### src/rtl/hs_chan_buf.sv
module hs_chan_buf #(
  parameter int DATA_W = 16,
  parameter int DEPTH  = 8
) (
  input  logic              clk,
  input  logic              rst_n,
  input  logic              put_req,
  input  logic [DATA_W-1:0] put_data,
  output logic              put_ack,
  output logic              get_req,
  output logic [DATA_W-1:0] get_data,
  input  logic              get_ack
);
  localparam int AW = (DEPTH > 1) ? $clog2(DEPTH) : 1;
  localparam logic [AW:0] FULL_LVL = (AW+1)'(DEPTH);

  typedef enum logic [1:0] {P_IDLE, P_HOLD, P_REST} put_st_t;
  typedef enum logic [1:0] {G_IDLE, G_OFFER, G_GAP} get_st_t;

  put_st_t put_st;
  get_st_t get_st;

  logic [DATA_W-1:0] mem [DEPTH];
  logic [AW:0] wptr, rptr, level;
  logic        store, fetch_ld, taken;

  assign level    = wptr - rptr;
  assign store    = (put_st == P_IDLE) && put_req && (level != FULL_LVL);
  assign fetch_ld = (get_st == G_IDLE) && (level != '0);
  assign taken    = (get_st == G_OFFER) && get_ack;

  always_ff @(posedge clk) begin
    if (store) mem[wptr[AW-1:0]] <= put_data;
  end

  always_ff @(posedge clk) begin
    if (!rst_n) begin
      put_st  <= P_IDLE;
      put_ack <= 1'b0;
      wptr    <= '0;
    end else begin
      case (put_st)
        P_IDLE: if (store) begin
          put_ack <= 1'b1;
          wptr    <= wptr + 1'b1;
          put_st  <= P_HOLD;
        end
        P_HOLD: if (!put_req) begin
          put_ack <= 1'b0;
          put_st  <= P_REST;
        end
        default: put_st <= P_IDLE;
      endcase
    end
  end

  always_ff @(posedge clk) begin
    if (!rst_n) begin
      get_st   <= G_IDLE;
      get_req  <= 1'b0;
      get_data <= '0;
      rptr     <= '0;
    end else begin
      case (get_st)
        G_IDLE: if (fetch_ld) begin
          get_data <= mem[rptr[AW-1:0]];
          get_req  <= 1'b1;
          get_st   <= G_OFFER;
        end
        G_OFFER: if (taken) begin
          get_req <= 1'b0;
          rptr    <= rptr + 1'b1;
          get_st  <= G_GAP;
        end
        default: if (!get_ack) get_st <= G_IDLE;
      endcase
    end
  end
endmodule


### config.mk
export PLATFORM = sky130hd
export DESIGN_NAME = hs_chan_buf
export DESIGN_NICKNAME = d
export VERILOG_FILES = /design/src/rtl/hs_chan_buf.sv
export SDC_FILE = /design/constraint.sdc
export NUM_CORES = 1
export LEC_CHECK = 0
export BUFFER_PORTS_ARGS = -buffer_cell sky130_fd_sc_hd__buf_2
export CAP_MARGIN = 20
export CELL_PAD_IN_SITES_DETAIL_PLACEMENT = 1
export CELL_PAD_IN_SITES_GLOBAL_PLACEMENT = 1
export CORE_MARGIN = 5
export CORE_UTILIZATION = 42
export CTS_CLUSTER_SIZE = 24
export DETAILED_ROUTE_END_ITERATION = 12
export PLACE_DENSITY_LB_ADDON = 0.2
export SKIP_CTS_REPAIR_TIMING = 1
export SLEW_MARGIN = 20
export SYNTH_ARGS = -nofsm -noshare
export SYNTH_HDL_FRONTEND = slang
export SYNTH_SLANG_ARGS = --single-unit
### constraint.sdc
create_clock -name clk -period 4.4 [get_ports clk]
set_input_delay 0.44 -clock clk [delete_from_list [all_inputs] [get_ports clk]]
set_output_delay 0.44 -clock clk [all_outputs]
set_load 0.1 [all_outputs]
==> results.sh, run 1 <==
export IMPL_path_class="reg2reg"
export IMPL_required_ns=4.48
export IMPL_slowest_delay_ns=0.45
export IMPL_grt_pass1_vias=3463
export IMPL_multi_input_area_um2=1595
export IMPL_synth_warnings=0
export IMPL_drive_gt1_share_pct=31.34
export IMPL_final_util_pct=49.88
export IMPL_yosysUniqueCellTypes=37
export IMPL_synth_top_area_cell="edfxtp_1"
export IMPL_design_core_area_um2=14370
export IMPL_die_x_um=130.5
export IMPL_tightest_slew_ns=0.7633
export IMPL_min_path_type="in2reg"
export IMPL_synthFlopType="edfxtp_1"
export IMPL_firstDrtPassIters=4
export IMPL_post_dp_hpwl_um=8174
export IMPL_postLayoutCellArea_um2=7167
export IMPL_crit_cells=8
export IMPL_ys_seq_area_share_pct=72.89
export IMPL_max_cap_violations=0
export IMPL_antenna_found_initial=0
export IMPL_synthCells=334
export IMPL_cp_top_family="simple AND/OR/NAND/NOR gates"
export IMPL_grt_usage_pct=16.22
export IMPL_slew_headroom_pct=49.12
export IMPL_fin_crit_ns=3.109
export IMPL_place_gp_congestion=0.7346
export IMPL_wl_per_cell_um=21.57
export IMPL_die_y_um=130.5
export IMPL_fillCellCount=1340
export IMPL_fin_crit_sh_pct=70.65
export IMPL_grt_overflow=0
export IMPL_num_rows=44
export IMPL_area_growth_pct=17.55
export IMPL_rsz0062_at_grt="no"
export IMPL_die_area_um2=17030
export IMPL_drt_vias_per_instance=5.509
export IMPL_first_iter_violations=170
export IMPL_clock_latency_ns=0.41
export IMPL_drv_slew=0
export IMPL_setup_viol=0
export IMPL_clkTransAtPathRegs_ns=0.06
export IMPL_drcViolationCount=0
export IMPL_grt_max_degree=36
export IMPL_cp_slowest_cell="inv_2"
export IMPL_cts_sinks=158
export IMPL_ir_drop_v=0.0003571
export IMPL_synth_area_leaders="edfxtp_1 (63%), mux4_2 (12%), dfxtp_1 (9.9%)"
export IMPL_synth_top_area_share_pct=63.04
export IMPL_yosys_register_bits=158
export IMPL_fmax_mhz=321.7
export IMPL_critPathBufInv=2
export IMPL_async_flop_share_pct=0
export IMPL_clock_root_buffer="clkbuf_16"
export IMPL_critPathMaxFanout=18
export IMPL_ys_top_cells_by_count="edfxtp_1 (128), mux4_2 (32), dfxtp_1 (30), nor2_1 (23), mux2i_1 (17)"
export IMPL_startpoint_type="flop"
export IMPL_netlist_area_um2=6097
export IMPL_nNetsFinal=415
export IMPL_synth_edff_count=128
export IMPL_n_antenna_cell=0
export IMPL_syn_area_per_cell_um2=18.25
export IMPL_place_area_um2=6595
export IMPL_htree_levels=4
export IMPL_status="completed"
export IMPL_clockBufferDepth=2
export IMPL_vias=3228
export IMPL_grt_pass1_wl_um=20090
export IMPL_yosysMostFrequentCell="edfxtp_1"
export IMPL_crit_path_end_kind="flop"
export IMPL_p_leak_nw=2.484
export IMPL_skew_ns=0.007016
export IMPL_cts_tree="done"
export IMPL_wl_um=12640
export IMPL_cts_buffers=17
export IMPL_min_path_cells=2
export IMPL_synth_fp_nets=359
export IMPL_tns_ns=0
export IMPL_hold_violations=0
export IMPL_regArea_um2=4446
export IMPL_start_util_pct=42.43
export IMPL_cp_cell_sequence="inv_2 > ha_1 > and3b_1 > or3_4 > nand4_1 > nand2_2 > nor3_2 > buf_4"
export IMPL_ios=38
export IMPL_numPortBuffers=37
export IMPL_powerDensity_nw_per_um2=599.8
export IMPL_postRouteAntennaNets=0
export IMPL_crit_arrival_ns=3.19
export IMPL_r2r_cells=8
## area by class of cell
cell class	count	share of cell area [%]
sequential	158	62.03
multi-input combinational	154	22.26
clock buffer	22	6.337
timing repair buffer	52	4.155
tap	184	3.212
clock inverter	9	1.641
inverter	7	0.3666
## cell usage in the layout (no fill, tap or decap), drive strengths merged, types with 2 or more instances in the layout
| cell | synthesis | final |
|---|---|---|
| edfxtp | 128 | 128 |
| buf | 12 | 52 |
| mux4 | 32 | 32 |
| dfxtp | 30 | 30 |
| nor2 | 23 | 23 |
| clkbuf | 3 | 22 |
| mux2i | 17 | 17 |
| a211oi | 16 | 16 |
| a21oi | 10 | 10 |
| nand2 | 9 | 9 |
| nor4 | 7 | 7 |
| inv | 7 | 7 |
| clkinv | 0 | 6 |
| xnor2 | 5 | 5 |
| o21ai | 5 | 5 |
| ha | 5 | 5 |
| nand2b | 3 | 3 |
| nand3 | 3 | 3 |
| bufinv | 0 | 3 |
| nor3 | 3 | 3 |
| nand4 | 2 | 2 |
| nand3b | 2 | 2 |
| or3 | 2 | 2 |
## flip-flops by register name, indices dropped and copies added, names as in the netlist
signal,count
get_req,1
put_st,2
rptr,4
get_data,16
get_st,2
mem,128
put_ack,1
wptr,4
## power by group
group          switching [mW]  internal (mW)
clock network           0.531          0.896
logic                   0.778          0.296
registers              0.0541           1.74
## per-layer routing
layer	GRT usage [%]	vias up	wire (µm)
met5	0	-	0
met4	4.174	0	104
met3	4.431	9	566
met2	27.83	61	6636
met1	20.51	1708	5331
li1	-	1450	-
## path summary, 6_finish.rpt
check	start	end	slack [ns]
setup / recovery	rptr[2]	mem[3][11]	1.29
hold / removal	put_req	put_st[1]	0.26
setup reg to reg	rptr[2]	mem[3][11]	1.29
hold reg to reg	put_ack	put_ack	0.49
## kinds of logic after synthesis
family,count (synthesis),share of synthesized area (%)
XOR/XNOR,6,0.8619
multiplexers,49,14.61
flip-flops,158,72.89
AO/OA/AOI/OAI,34,3.653
AND/OR/NAND/NOR,60,5.315
adder cells (fa/ha/maj),5,1.026
buffers and inverters,22,1.642
## stage by stage
step	hold WS (ns)	setup WS (ns)	power (mW)	instances
final	0.2558	1.291	4.299	586
after global routing	0.2546	1.128	4.493	586
after global placement	0.4681	1.429	2.893	555
after detailed placement	0.4882	1.312	2.922	555
after CTS	0.2394	1.275	4.352	586
after floorplan	0.4559	0.3461	2.690	334
No activity file was read; power rests on OpenSTA's default activity.
==> run 2: changes to the inputs <==
- clock period: 4.4 -> 3.2 ns (I/O delays scaled with it)
==> results.sh, run 2 (synthesis results as in run 1) <==
export IMPL_busiest_layer="met2"
export IMPL_grt_pass1_vias=3388
export IMPL_fin_crit_sh_pct=92.26
export IMPL_wl_per_cell_um=21.69
export IMPL_die_y_um=130.5
export IMPL_layout_cells_most_common_list="edfxtp_1 (128), buf_2 (37), mux4_2 (32)"
export IMPL_place_area_um2=6678
export IMPL_cts_buffers=17
export IMPL_clockBufferDepth=2
export IMPL_postRouteAntennaNets=0
export IMPL_design_core_area_um2=14370
export IMPL_num_rows=44
export IMPL_die_area_um2=17030
export IMPL_fmax_mhz=338.7
export IMPL_grt_use_met3_pct=4.350
export IMPL_setup_viol=0
export IMPL_powerDensity_nw_per_um2=837.9
export IMPL_skew_ns=0.004746
export IMPL_grt_usage_pct=16.40
export IMPL_p_leak_nw=2.530
export IMPL_dp_cells=559
export IMPL_post_dp_hpwl_um=8144
export IMPL_cts_sinks=158
export IMPL_htree_levels=4
export IMPL_postLayoutCellArea_um2=7296
export IMPL_cts_tree="done"
export IMPL_wl_um=12820
export IMPL_antenna_found_initial=0
export IMPL_grt_max_degree=36
export IMPL_fin_crit_ns=2.952
export IMPL_path_class="reg2reg"
export IMPL_drcViolationCount=0
export IMPL_die_x_um=130.5
export IMPL_startpoint_type="flop"
export IMPL_place_gp_congestion=0.7722
export IMPL_hold_violations=0
export IMPL_firstDrtPassIters=4
export IMPL_vias=3163
export IMPL_drive_gt1_share_pct=33.17
export IMPL_grt_overflow=0
export IMPL_area_growth_pct=19.66
export IMPL_start_util_pct=42.43
export IMPL_crit_path_end_kind="flop"
export IMPL_largest_register_ff_count=128
export IMPL_clkTransAtPathRegs_ns=0.06
export IMPL_fin_cells=591
export IMPL_grt_pass1_wl_um=20030
export IMPL_slew_headroom_pct=52.32
export IMPL_ios=38
export IMPL_n_antenna_cell=0
export IMPL_nNetsFinal=419
export IMPL_numPortBuffers=37
export IMPL_first_iter_violations=256
export IMPL_tns_ns=0
export IMPL_status="completed"
export IMPL_max_cap_violations=0
export IMPL_drt_vias_per_instance=5.352
export IMPL_drv_slew=0
export IMPL_grt_util_met1_pct=22.75
export IMPL_min_path_type="in2reg"
export IMPL_tightest_slew_ns=0.7151
export IMPL_clock_root_buffer="clkbuf_16"
export IMPL_holdWs_ns=0.1268
export IMPL_met2_usage_pct=25.13
export IMPL_critPathMaxFanout=16
export IMPL_required_ns=3.30
export IMPL_rsz0062_at_grt="no"
export IMPL_crit_arrival_ns=3.05
export IMPL_final_common_cell="edfxtp_1"
export IMPL_ir_drop_v=0.0004127
export IMPL_clock_latency_ns=0.42
export IMPL_final_util_pct=50.78
-- run 2: changes by cell type in the layout (fill, tap and decap cells not counted) --
cell	before	now
bufinv_16	3	4
clkbuf_1	4	0
clkinv_4	0	1
clkinvlp_4	0	1
nor4_4	1	7
buf_4	15	19
inv_8	0	1
nor4_2	6	0
inv_6	0	2
clkbuf_8	1	0
-- run 2: cell type report --
class | count | area, µm²
clock inverter | 15 | 192.7
inverter | 7 | 26.28
timing repair buffer | 56 | 327.8
multi-input combinational | 154 | 1648
sequential | 158 | 4446
tap | 184 | 230.2
clock buffer | 17 | 425.4
fill | 1327 | 7073
-- run 2: final timing paths --
check,from,endpoint,slack [ns],cells after the start
worst max-delay path,wptr[2],mem[6][6],0.25,7
worst min-delay path,put_req,put_st[1],0.13,2
worst max register to register,wptr[2],mem[6][6],0.25,7
worst min register to register,get_req,get_req,0.49,2
-- run 2: metrics by stage --
| stage | setup WS, ns | power (mW) |
|---|---|---|
| after global placement | 0.3801 | 4.028 |
| after detailed placement | 0.2713 | 4.069 |
| after global routing | 0.1553 | 6.395 |
| after CTS | 0.2463 | 6.197 |
| final | 0.2476 | 6.113 |
| after floorplan | -0.2291 | 3.708 |
-- run 2: power by group --
| group | internal [mW] | switching [mW] | leakage (nW) |
|---|---|---|---|
| registers | 2.40 | 0.0610 | 1.41 |
| clock network | 1.30 | 0.801 | 0.304 |
| logic | 0.436 | 1.11 | 0.820 |
-- run 2: routing by layer --
layer | part of all wire (%) | routed length, µm
met1 | 47 | 5973
met2 | 48 | 6189
met3 | 3.9 | 498
met4 | 1.2 | 159
met5 | 0 | 0
-- run 2: critical path, stage by stage (launching register included) --
cell	delay, ns
dfxtp_1	0.57
ha_1	0.38
and3b_1	0.23
or3_4	0.39
nand4_1	0.20
nand2_2	0.29
nor4_4	0.24
buf_4	0.32
==> run 3: changes to the inputs <==
- RECOVER_POWER: unset -> 25
- clock period: 3.2 -> 2.9 ns (I/O delays scaled with it)
==> results.sh, run 3 (synthesis results as in run 1) <==
export IMPL_area_growth_pct=19.21
export IMPL_clkTransAtPathRegs_ns=0.06
export IMPL_rsz0062_at_grt="no"
export IMPL_fin_crit_sh_pct=93.45
export IMPL_tightest_slew_ns=0.7094
export IMPL_drt_vias_per_instance=5.336
export IMPL_critPathMaxFanout=16
export IMPL_grt_usage_pct=15.47
export IMPL_cts_tree="done"
export IMPL_postRouteAntennaNets=0
export IMPL_tns_ns=0
export IMPL_die_x_um=130.5
export IMPL_cp_slowest_cell="dfxtp_2"
export IMPL_final_common_cell="edfxtp_1"
export IMPL_n_antenna_cell=0
export IMPL_skew_ns=0.01078
export IMPL_r2r_start="wptr[1]"
export IMPL_clockBufferDepth=2
export IMPL_start_util_pct=42.43
export IMPL_status="completed"
export IMPL_grt_pass1_vias=3354
export IMPL_required_ns=3.02
export IMPL_slowest_delay_ns=0.54
export IMPL_clock_root_buffer="clkbuf_16"
export IMPL_firstDrtPassIters=4
export IMPL_crit_path_end="mem[1][10]"
export IMPL_design_core_area_um2=14370
export IMPL_wl_per_cell_um=20.47
export IMPL_critPathBufInv=1
export IMPL_post_dp_hpwl_um=7323
export IMPL_die_area_um2=17030
export IMPL_r2r_cells=7
export IMPL_grt_overflow=0
export IMPL_drcViolationCount=0
export IMPL_crit_cells=7
export IMPL_cp_startpoint="wptr[1]"
export IMPL_crit_path_end_kind="flop"
export IMPL_wl_um=12010
export IMPL_clock_latency_ns=0.42
export IMPL_min_path_type="in2reg"
export IMPL_rrSetupSlack_ns=0.19
export IMPL_rr_endpoint="mem[1][10]"
export IMPL_cts_sinks=158
export IMPL_place_ws_ns=0.2323
export IMPL_powerDensity_nw_per_um2=890.2
export IMPL_layout_cells_most_common_list="edfxtp_1 (128), mux4_2 (32), dfxtp_1 (26), buf_2 (26), nor2_1 (23)"
export IMPL_first_iter_violations=263
export IMPL_cp_top_family="simple AND/OR/NAND/NOR gates"
export IMPL_min_path_cells=2
export IMPL_max_cap_violations=0
export IMPL_nNetsFinal=416
export IMPL_fillCellCount=1340
export IMPL_crit_arrival_ns=2.83
export IMPL_vias=3132
export IMPL_path_class="reg2reg"
export IMPL_p_leak_nw=2.456
export IMPL_num_rows=44
export IMPL_fin_ws_ns=0.1900
export IMPL_hold_violations=0
export IMPL_fmax_mhz=369.0
export IMPL_place_gp_congestion=0.7689
export IMPL_htree_levels=4
export IMPL_numPortBuffers=37
export IMPL_grt_pass1_wl_um=19070
export IMPL_antenna_found_initial=0
export IMPL_slew_headroom_pct=52.71
export IMPL_ios=38
export IMPL_largest_register_ff_count=128
export IMPL_die_y_um=130.5
export IMPL_fin_crit_ns=2.710
export IMPL_setup_viol=0
export IMPL_drive_gt1_share_pct=31.51
export IMPL_startpoint_type="flop"
export IMPL_cp_cell_sequence="ha_4 > and3b_1 > or3_4 > nand4_1 > nand2_4 > nor4_4 > buf_12"
export IMPL_drv_slew=0
export IMPL_cts_buffers=17
export IMPL_grt_max_degree=36
export IMPL_ir_drop_v=0.0004628
## run 3: power breakdown
part,internal [mW],switching (mW)
sequential,2.65,0.0749
combinational,0.479,1.20
clock,1.24,0.835
## run 3: worst min path at each step
stage / from / end / slack, ns
after global placement: wptr[3] / wptr[3] / 0.47
after floorplan: put_req / put_st[1] / 0.37
after detailed placement: get_req / get_req / 0.49
after CTS: put_req / put_st[1] / 0.07
after global routing: put_req / put_st[1] / 0.08
final: put_req / put_st[1] / 0.08
## run 3: metrics by stage
stage	utilization, %	hold WS [ns]	total power [mW]	instance area (µm²)	instances
3_5_place_dp	46.79	0.4919	4.472	6723	556
2_1_floorplan	-	0.3684	4.125	6255	334
6_report	50.58	0.08019	6.470	7268	587
3_3_place_gp	46.79	0.4696	4.441	6723	556
4_1_cts	50.68	0.06644	6.560	7282	587
5_1_grt	50.58	0.08375	6.795	7268	587
## run 3: layout make-up
class	instances	area [µm²]	area share, %
repair buffers	53	316.6	4.355
clock inverters	10	88.84	1.222
flip-flops and latches	158	4449	61.22
clock buffers	21	470.5	6.473
multi-input cells	154	1684	23.17
well taps	184	230.2	3.168
inverters	7	28.78	0.3959
## run 3: per-layer routing
| layer | part of all wire, % | track usage [%] | vias up |
|---|---|---|---|
| met5 | 0 | 0 | - |
| li1 | - | - | 1451 |
| met2 | 50 | 24.77 | 49 |
| met3 | 3.2 | 3.780 | 15 |
| met1 | 45 | 20.38 | 1617 |
| met4 | 1.4 | 6.413 | 0 |
